## config.mk

```make
export PLATFORM = sky130hd
export DESIGN_NAME = irq_prio_core
export DESIGN_NICKNAME = d
export VERILOG_FILES = /design/src/rtl/irq_prio_pkg.sv /design/src/rtl/irq_prio_pick.sv /design/src/rtl/irq_req_capture.sv /design/src/rtl/irq_inservice.sv /design/src/rtl/irq_prio_core.sv
export SDC_FILE = /design/constraint.sdc
export NUM_CORES = 1
export LEC_CHECK = 0
export BUFFER_PORTS_ARGS = -buffer_cell sky130_fd_sc_hd__buf_2
export CAP_MARGIN = 20
export CORE_ASPECT_RATIO = 0.8
export CORE_MARGIN = 3
export CORE_UTILIZATION = 49
export CTS_BUF_LIST = sky130_fd_sc_hd__clkbuf_16
export CTS_CLUSTER_SIZE = 10
export DETAILED_ROUTE_END_ITERATION = 8
export PLACE_DENSITY = 0.89
export SETUP_SLACK_MARGIN = 0.15
export SLEW_MARGIN = 20
export SYNTH_ARGS = -nofsm -noshare
export SYNTH_HDL_FRONTEND = slang
export SYNTH_SLANG_ARGS = --single-unit
```

## constraint.sdc

```tcl
create_clock -name clk -period 5 [get_ports clk]
set_input_delay 0.5 -clock clk [delete_from_list [all_inputs] [get_ports clk]]
set_output_delay 0.5 -clock clk [all_outputs]
set_load 0.1 [all_outputs]
```

## src/rtl/irq_prio_pkg.sv

```systemverilog
package irq_prio_pkg;
   typedef enum logic {
      TRIG_EDGE  = 1'b0,
      TRIG_LEVEL = 1'b1
   } trig_mode_e;

   typedef enum logic {
      EOI_TOP   = 1'b0,
      EOI_NAMED = 1'b1
   } eoi_kind_e;
endpackage

```

## src/rtl/irq_prio_pick.sv

```systemverilog
// Fixed-priority picker: the lowest set index wins; the default index is the last one.
module irq_prio_pick #(
   parameter int N  = 8,
   parameter int LW = $clog2(N)
) (
   input  logic [N-1:0]  vec,
   output logic          found,
   output logic [LW-1:0] idx
);
   always_comb begin
      found = 1'b0;
      idx   = LW'(N - 1);
      for (int i = N - 1; i >= 0; i--) begin
         if (vec[i]) begin
            found = 1'b1;
            idx   = LW'(i);
         end
      end
   end
endmodule

```

## src/rtl/irq_req_capture.sv

```systemverilog
module irq_req_capture
   import irq_prio_pkg::*;
#(
   parameter int N = 8
) (
   input  logic         clk,
   input  logic         rst_n,
   input  logic [N-1:0] irq_in,
   input  trig_mode_e   mode,
   input  logic [N-1:0] clr,
   output logic [N-1:0] req
);
   logic [N-1:0] irq_q;

   for (genvar g = 0; g < N; g++) begin : g_line
      logic rise;
      assign rise = irq_in[g] & ~irq_q[g];

      always_ff @(posedge clk) begin
         if (!rst_n) begin
            irq_q[g] <= 1'b0;
            req[g]   <= 1'b0;
         end else begin
            irq_q[g] <= irq_in[g];
            if (mode == TRIG_LEVEL)
               req[g] <= irq_in[g] & ~clr[g];
            else
               req[g] <= (req[g] & ~clr[g]) | rise;
         end
      end

      // a pending edge request survives until acknowledged
      a_r9_edge_hold: assert property (@(posedge clk) disable iff (!rst_n)
         (mode == TRIG_EDGE && req[g] && !clr[g]) |=> (mode == TRIG_LEVEL || req[g]));
      // level mode copies the line unless it is being acknowledged
      a_r10_level_follow: assert property (@(posedge clk) disable iff (!rst_n)
         (mode == TRIG_LEVEL && !clr[g]) |=> (req[g] == $past(irq_in[g])));
   end
endmodule

```

## src/rtl/irq_inservice.sv

```systemverilog
module irq_inservice
   import irq_prio_pkg::*;
#(
   parameter int N  = 8,
   parameter int LW = $clog2(N)
) (
   input  logic          clk,
   input  logic          rst_n,
   input  logic [N-1:0]  set_mask,
   input  logic          eoi_valid,
   input  eoi_kind_e     eoi_kind,
   input  logic [LW-1:0] eoi_level,
   output logic [N-1:0]  isr,
   output logic          top_found,
   output logic [LW-1:0] top_idx
);
   logic [N-1:0] eoi_clr;

   irq_prio_pick #(.N(N), .LW(LW)) u_top (
      .vec   (isr),
      .found (top_found),
      .idx   (top_idx)
   );

   always_comb begin
      eoi_clr = '0;
      if (eoi_valid) begin
         if (eoi_kind == EOI_NAMED)
            eoi_clr = N'(1) << eoi_level;
         else if (top_found)
            eoi_clr = N'(1) << top_idx;
      end
   end

   always_ff @(posedge clk) begin
      if (!rst_n) isr <= '0;
      else        isr <= (isr & ~eoi_clr) | set_mask;
   end

   // a non-specific end-of-interrupt removes exactly one bit
   a_r6_one_bit_gone: assert property (@(posedge clk) disable iff (!rst_n)
      (eoi_valid && eoi_kind == EOI_TOP && set_mask == '0 && isr != '0)
      |=> ($countones(isr) + 1 == $countones($past(isr))));
   // a specific end-of-interrupt removes the named bit and keeps the rest
   a_r7_named_clear: assert property (@(posedge clk) disable iff (!rst_n)
      (eoi_valid && eoi_kind == EOI_NAMED && set_mask == '0)
      |=> (isr == ($past(isr) & ~(N'(1) << $past(eoi_level)))));
endmodule

```

## src/rtl/irq_prio_core.sv

```systemverilog
module irq_prio_core
   import irq_prio_pkg::*;
#(
   parameter int NUM_LINES = 8,
   parameter int VEC_W     = 8,
   parameter int LVL_W     = $clog2(NUM_LINES),
   parameter int BASE_W    = VEC_W - LVL_W
) (
   input  logic                 clk,
   input  logic                 rst_n,
   input  logic [NUM_LINES-1:0] irq_in,
   input  logic                 cfg_level_mode,
   input  logic [BASE_W-1:0]    cfg_vec_base,
   input  logic                 cfg_auto_eoi,
   input  logic                 mask_we,
   input  logic [NUM_LINES-1:0] mask_wdata,
   input  logic                 eoi_valid,
   input  logic                 eoi_specific,
   input  logic [LVL_W-1:0]     eoi_level,
   input  logic                 ack,
   output logic                 intr_out,
   output logic [VEC_W-1:0]     ack_vector,
   output logic [NUM_LINES-1:0] rd_request,
   output logic [NUM_LINES-1:0] rd_mask,
   output logic [NUM_LINES-1:0] rd_inservice
);
   localparam int N = NUM_LINES;

   if (N != (1 << LVL_W)) begin : g_chk_pow2
      $error("NUM_LINES must be a power of two");
   end
   if (VEC_W <= LVL_W) begin : g_chk_vec
      $error("VEC_W must exceed the level width");
   end

   logic [N-1:0]     req, mask_q, isr, allow, cand, take_clr, isr_set;
   logic             cand_found, isr_found, take;
   logic [LVL_W-1:0] cand_idx, isr_top;

   irq_req_capture #(.N(N)) u_req (
      .clk    (clk),
      .rst_n  (rst_n),
      .irq_in (irq_in),
      .mode   (trig_mode_e'(cfg_level_mode)),
      .clr    (take_clr),
      .req    (req)
   );

   always_ff @(posedge clk) begin
      if (!rst_n)       mask_q <= '0;
      else if (mask_we) mask_q <= mask_wdata;
   end

   // Only levels ranked strictly above the highest in-service level may pass
   for (genvar g = 0; g < N; g++) begin : g_allow
      localparam logic [LVL_W-1:0] LV = LVL_W'(g);
      assign allow[g] = !isr_found || (LV < isr_top);
   end

   assign cand = req & ~mask_q & allow;

   irq_prio_pick #(.N(N), .LW(LVL_W)) u_pick (
      .vec   (cand),
      .found (cand_found),
      .idx   (cand_idx)
   );

   assign take     = ack & cand_found;
   assign take_clr = take ? (N'(1) << cand_idx) : '0;
   assign isr_set  = cfg_auto_eoi ? '0 : take_clr;

   irq_inservice #(.N(N), .LW(LVL_W)) u_isr (
      .clk       (clk),
      .rst_n     (rst_n),
      .set_mask  (isr_set),
      .eoi_valid (eoi_valid),
      .eoi_kind  (eoi_kind_e'(eoi_specific)),
      .eoi_level (eoi_level),
      .isr       (isr),
      .top_found (isr_found),
      .top_idx   (isr_top)
   );

   assign intr_out     = cand_found;
   assign ack_vector   = {cfg_vec_base, cand_idx};
   assign rd_request   = req;
   assign rd_mask      = mask_q;
   assign rd_inservice = isr;

   // the output is raised only by a pending line that is not masked
   a_r2_masked_silent: assert property (@(posedge clk) disable iff (!rst_n)
      intr_out |-> ((rd_request & ~rd_mask) != '0));
   // an acknowledged winner is in service at the next edge
   a_r4_ack_sets_isr: assert property (@(posedge clk) disable iff (!rst_n)
      (ack && intr_out && !cfg_auto_eoi && !eoi_valid)
      |=> rd_inservice[$past(ack_vector[LVL_W-1:0])]);
   // with automatic end-of-interrupt the in-service register is untouched
   a_r8_auto_eoi: assert property (@(posedge clk) disable iff (!rst_n)
      (ack && cfg_auto_eoi && !eoi_valid) |=> $stable(rd_inservice));
   // an acknowledge with no winner changes no in-service state
   a_r11_idle_ack: assert property (@(posedge clk) disable iff (!rst_n)
      (ack && !intr_out && !eoi_valid) |=> $stable(rd_inservice));
   // the output is never raised for a line ranked at or below the highest in-service level
   a_r5_blocking: assert property (@(posedge clk) disable iff (!rst_n)
      (intr_out && rd_inservice != '0)
      |-> ((N'(1) << ack_vector[LVL_W-1:0]) < (rd_inservice & -rd_inservice)));
endmodule

```

==> metrics.txt <==
status completed; Initial DRT Pass Iterations 4; crit end category primary output; Post-Syn Instances between 150 and 200; Fillers 286; Hold Buf Count CTS 0; fin nets roughly 270; Post-CTS Setup Bufs 0; Fin. Hold Viols 0; DP HPWL 3270 um; io pins 65; routed len/inst 15.4 um; via count 1674; Worst Hold Class reg2reg; commonest cells after routing, fill and taps aside 54 x buf_2, 32 x dfxtp_1, 14 x nor2b_1, 14 x nand2_1; Cell Area, Placed 1960 um^2; Synth warnings 0; routability cong. 0.903; Worst slew margin a little over a third; Leak Pwr 0.000950 uW; GRT overflow 0; worst skew pair latency between 200 and 300 ps; Peak VDD IR roughly 220 uV; Clock Skews 4.18 ps; Area Overhead vs Synth 22.8%; Antenna Nets Post-Route 0; crit path kind reg2out; number of diodes 0; setup violators final 0; Most Used Layer, Global Route met2; CP Max Fanout 9; utilization after layout 65.2%; fin crit share 58.0%; Min Hold Slack approximately 430 ps; initial antenna violation count 0; Syn Area/Cell roughly 8.8 um^2; via density per instance 5.92; Critical Path RT between 4000 and 5000 ps; fmax 345 MHz; CTS sink cnt 32; crit path DAT about 2400 ps; htree depth 2; CTS buffer count 5; first-pass GRT wire length between 6000 and 7000 um; Yosys cell types 43; core area around 3200 um^2; Die Ht 58.8 um; remaining design rule violation count 0; CP startpoint kind flop; routing usage on met1 between 20% and 30%; Global Route Usage Sum 21.6%; Worst-Margin Slew about 970 ps; vias in the first global route 1509; Overall Power 937 uW; Post-CTS Resized 0; Seq/Total Area, Yosys 37.5%; clock-pin slew on the worst setup and hold paths 50 ps; Root Driver clkbuf_16; final WL roughly 4400 um; RSZ-0062 raised after global routing no; largest net degree at the start of global routing 38; GR Util met3 6.14%; design area 2100 um^2; die width 72.0 um; PortBufs 54; Tmin final approximately 2900 ps; clock buffer depth 2; Max Cap Violations 0; std cell rows 18; post-synthesis net count 226; post-synthesis cell area ~1700 um^2; initial DRC count 152; Seq cells post-synth 32; layout cell share with drive strength beyond 1 29.2%; P per Cell Area ~450 nW/um^2; most common cell after layout, fill and taps aside buf_2; DIE AREA 4240 um^2; met2 Track Usage GR between 30 and 40%; initial core utilization 53.1%; CTS tree yes; setup TNS 0 ps; max-slew violations 0
report_power, final:
group          internal (uW)  switching, uW
Combinational           81.3            285
Sequential               275           16.7
Clock                    178            101
synthesized netlist by cell type (all sizes together):
library cell / instances / share of area [%]
o21a: 1 / 0.44
o41ai: 1 / 0.51
and4b: 1 / 0.59
inv: 5 / 1.1
o21ai: 6 / 1.8
a32oi: 1 / 0.51
o32ai: 6 / 3.1
a21boi: 2 / 0.88
nand2b: 7 / 2.6
buf: 5 / 2.2
and2: 9 / 3.3
nor3: 7 / 2.0
nand4b: 1 / 0.51
a21oi: 5 / 1.5
nor3b: 9 / 4.0
a211oi: 1 / 0.44
o311ai: 1 / 0.51
a31o: 5 / 2.6
nor4bb: 1 / 0.59
nor4b: 1 / 0.51
nor2b: 14 / 5.1
nor4: 1 / 0.37
o211ai: 3 / 1.3
o31ai: 2 / 0.88
nor2: 7 / 1.5
dfxtp: 32 / 37
mux2: 5 / 3.3
or3: 6 / 2.5
a21o: 2 / 0.88
a211o: 1 / 0.51
a32o: 4 / 2.3
nand3: 5 / 1.5
a31oi: 2 / 0.73
nand2: 14 / 3.1
or4: 1 / 0.66
o22ai: 1 / 0.37
mux2i: 8 / 4.7
clkbuf: 8 / 1.8
or3b: 3 / 1.5
critical path, cell delays in order, from the launching register on:
cell and delay (ps):
dfxtp_1 460, or3_1 230, nor3_1 80, a21oi_1 510, nand3_1 250, inv_2 150, buf_2 440
through the flow:
stage                     std cells  setup slack (ps)
final                           283              2100
after global routing            283              1960
after CTS                       283              2150
after detailed placement        275              2490
after global placement          275              2540
after floorplan                 194               445
final timing paths:
check	depth (start not counted)	slack, ps	startpoint	endpoint
worst max-delay path	6	2100	u_isr.isr[0]$_SDFF_PN0_	ack_vector[0]
worst min-delay path	1	430	u_req.irq_q[7]$_SDFF_PN0_	u_req.req[7]$_SDFF_PN0_
worst max register to register	5	2740	u_isr.isr[0]$_SDFF_PN0_	u_req.req[6]$_SDFF_PN0_
worst min register to register	1	430	u_req.irq_q[7]$_SDFF_PN0_	u_req.req[7]$_SDFF_PN0_
registers in the layout, summed over array words and instances, names as in the netlist:
signal / cells
rd_mask: 8
u_isr.isr: 8
u_req.irq_q: 8
u_req.req: 8
metal layers:
| layer | vias up | part of all wire, % |
|---|---|---|
| met4 | 0 | 2.0 |
| met5 | - | 0 |
| met1 | 785 | 43 |
| li1 | 810 | - |
| met2 | 70 | 46 |
| met3 | 9 | 8.6 |
logic make-up after synthesis:
logic type / after synthesis / share of synthesized area [%]
flip-flops: 32 / 37.5
AO/OA/AOI/OAI: 44 / 19.2
multiplexers: 13 / 7.98
buffers and inverters: 18 / 5.05
AND/OR/NAND/NOR: 87 / 30.3
final cells by class:
class / instances / area, um^2 / share of cell area (%)
multi-input combinational: 144 / 982 / 46.8
sequential: 32 / 641 / 30.5
timing repair buffer: 54 / 270 / 12.9
clock buffer: 5 / 125 / 5.96
tap: 40 / 50.0 / 2.39
inverter: 5 / 18.8 / 0.894
clock inverter: 3 / 11.3 / 0.537
Power figures use the tool's default switching activity.
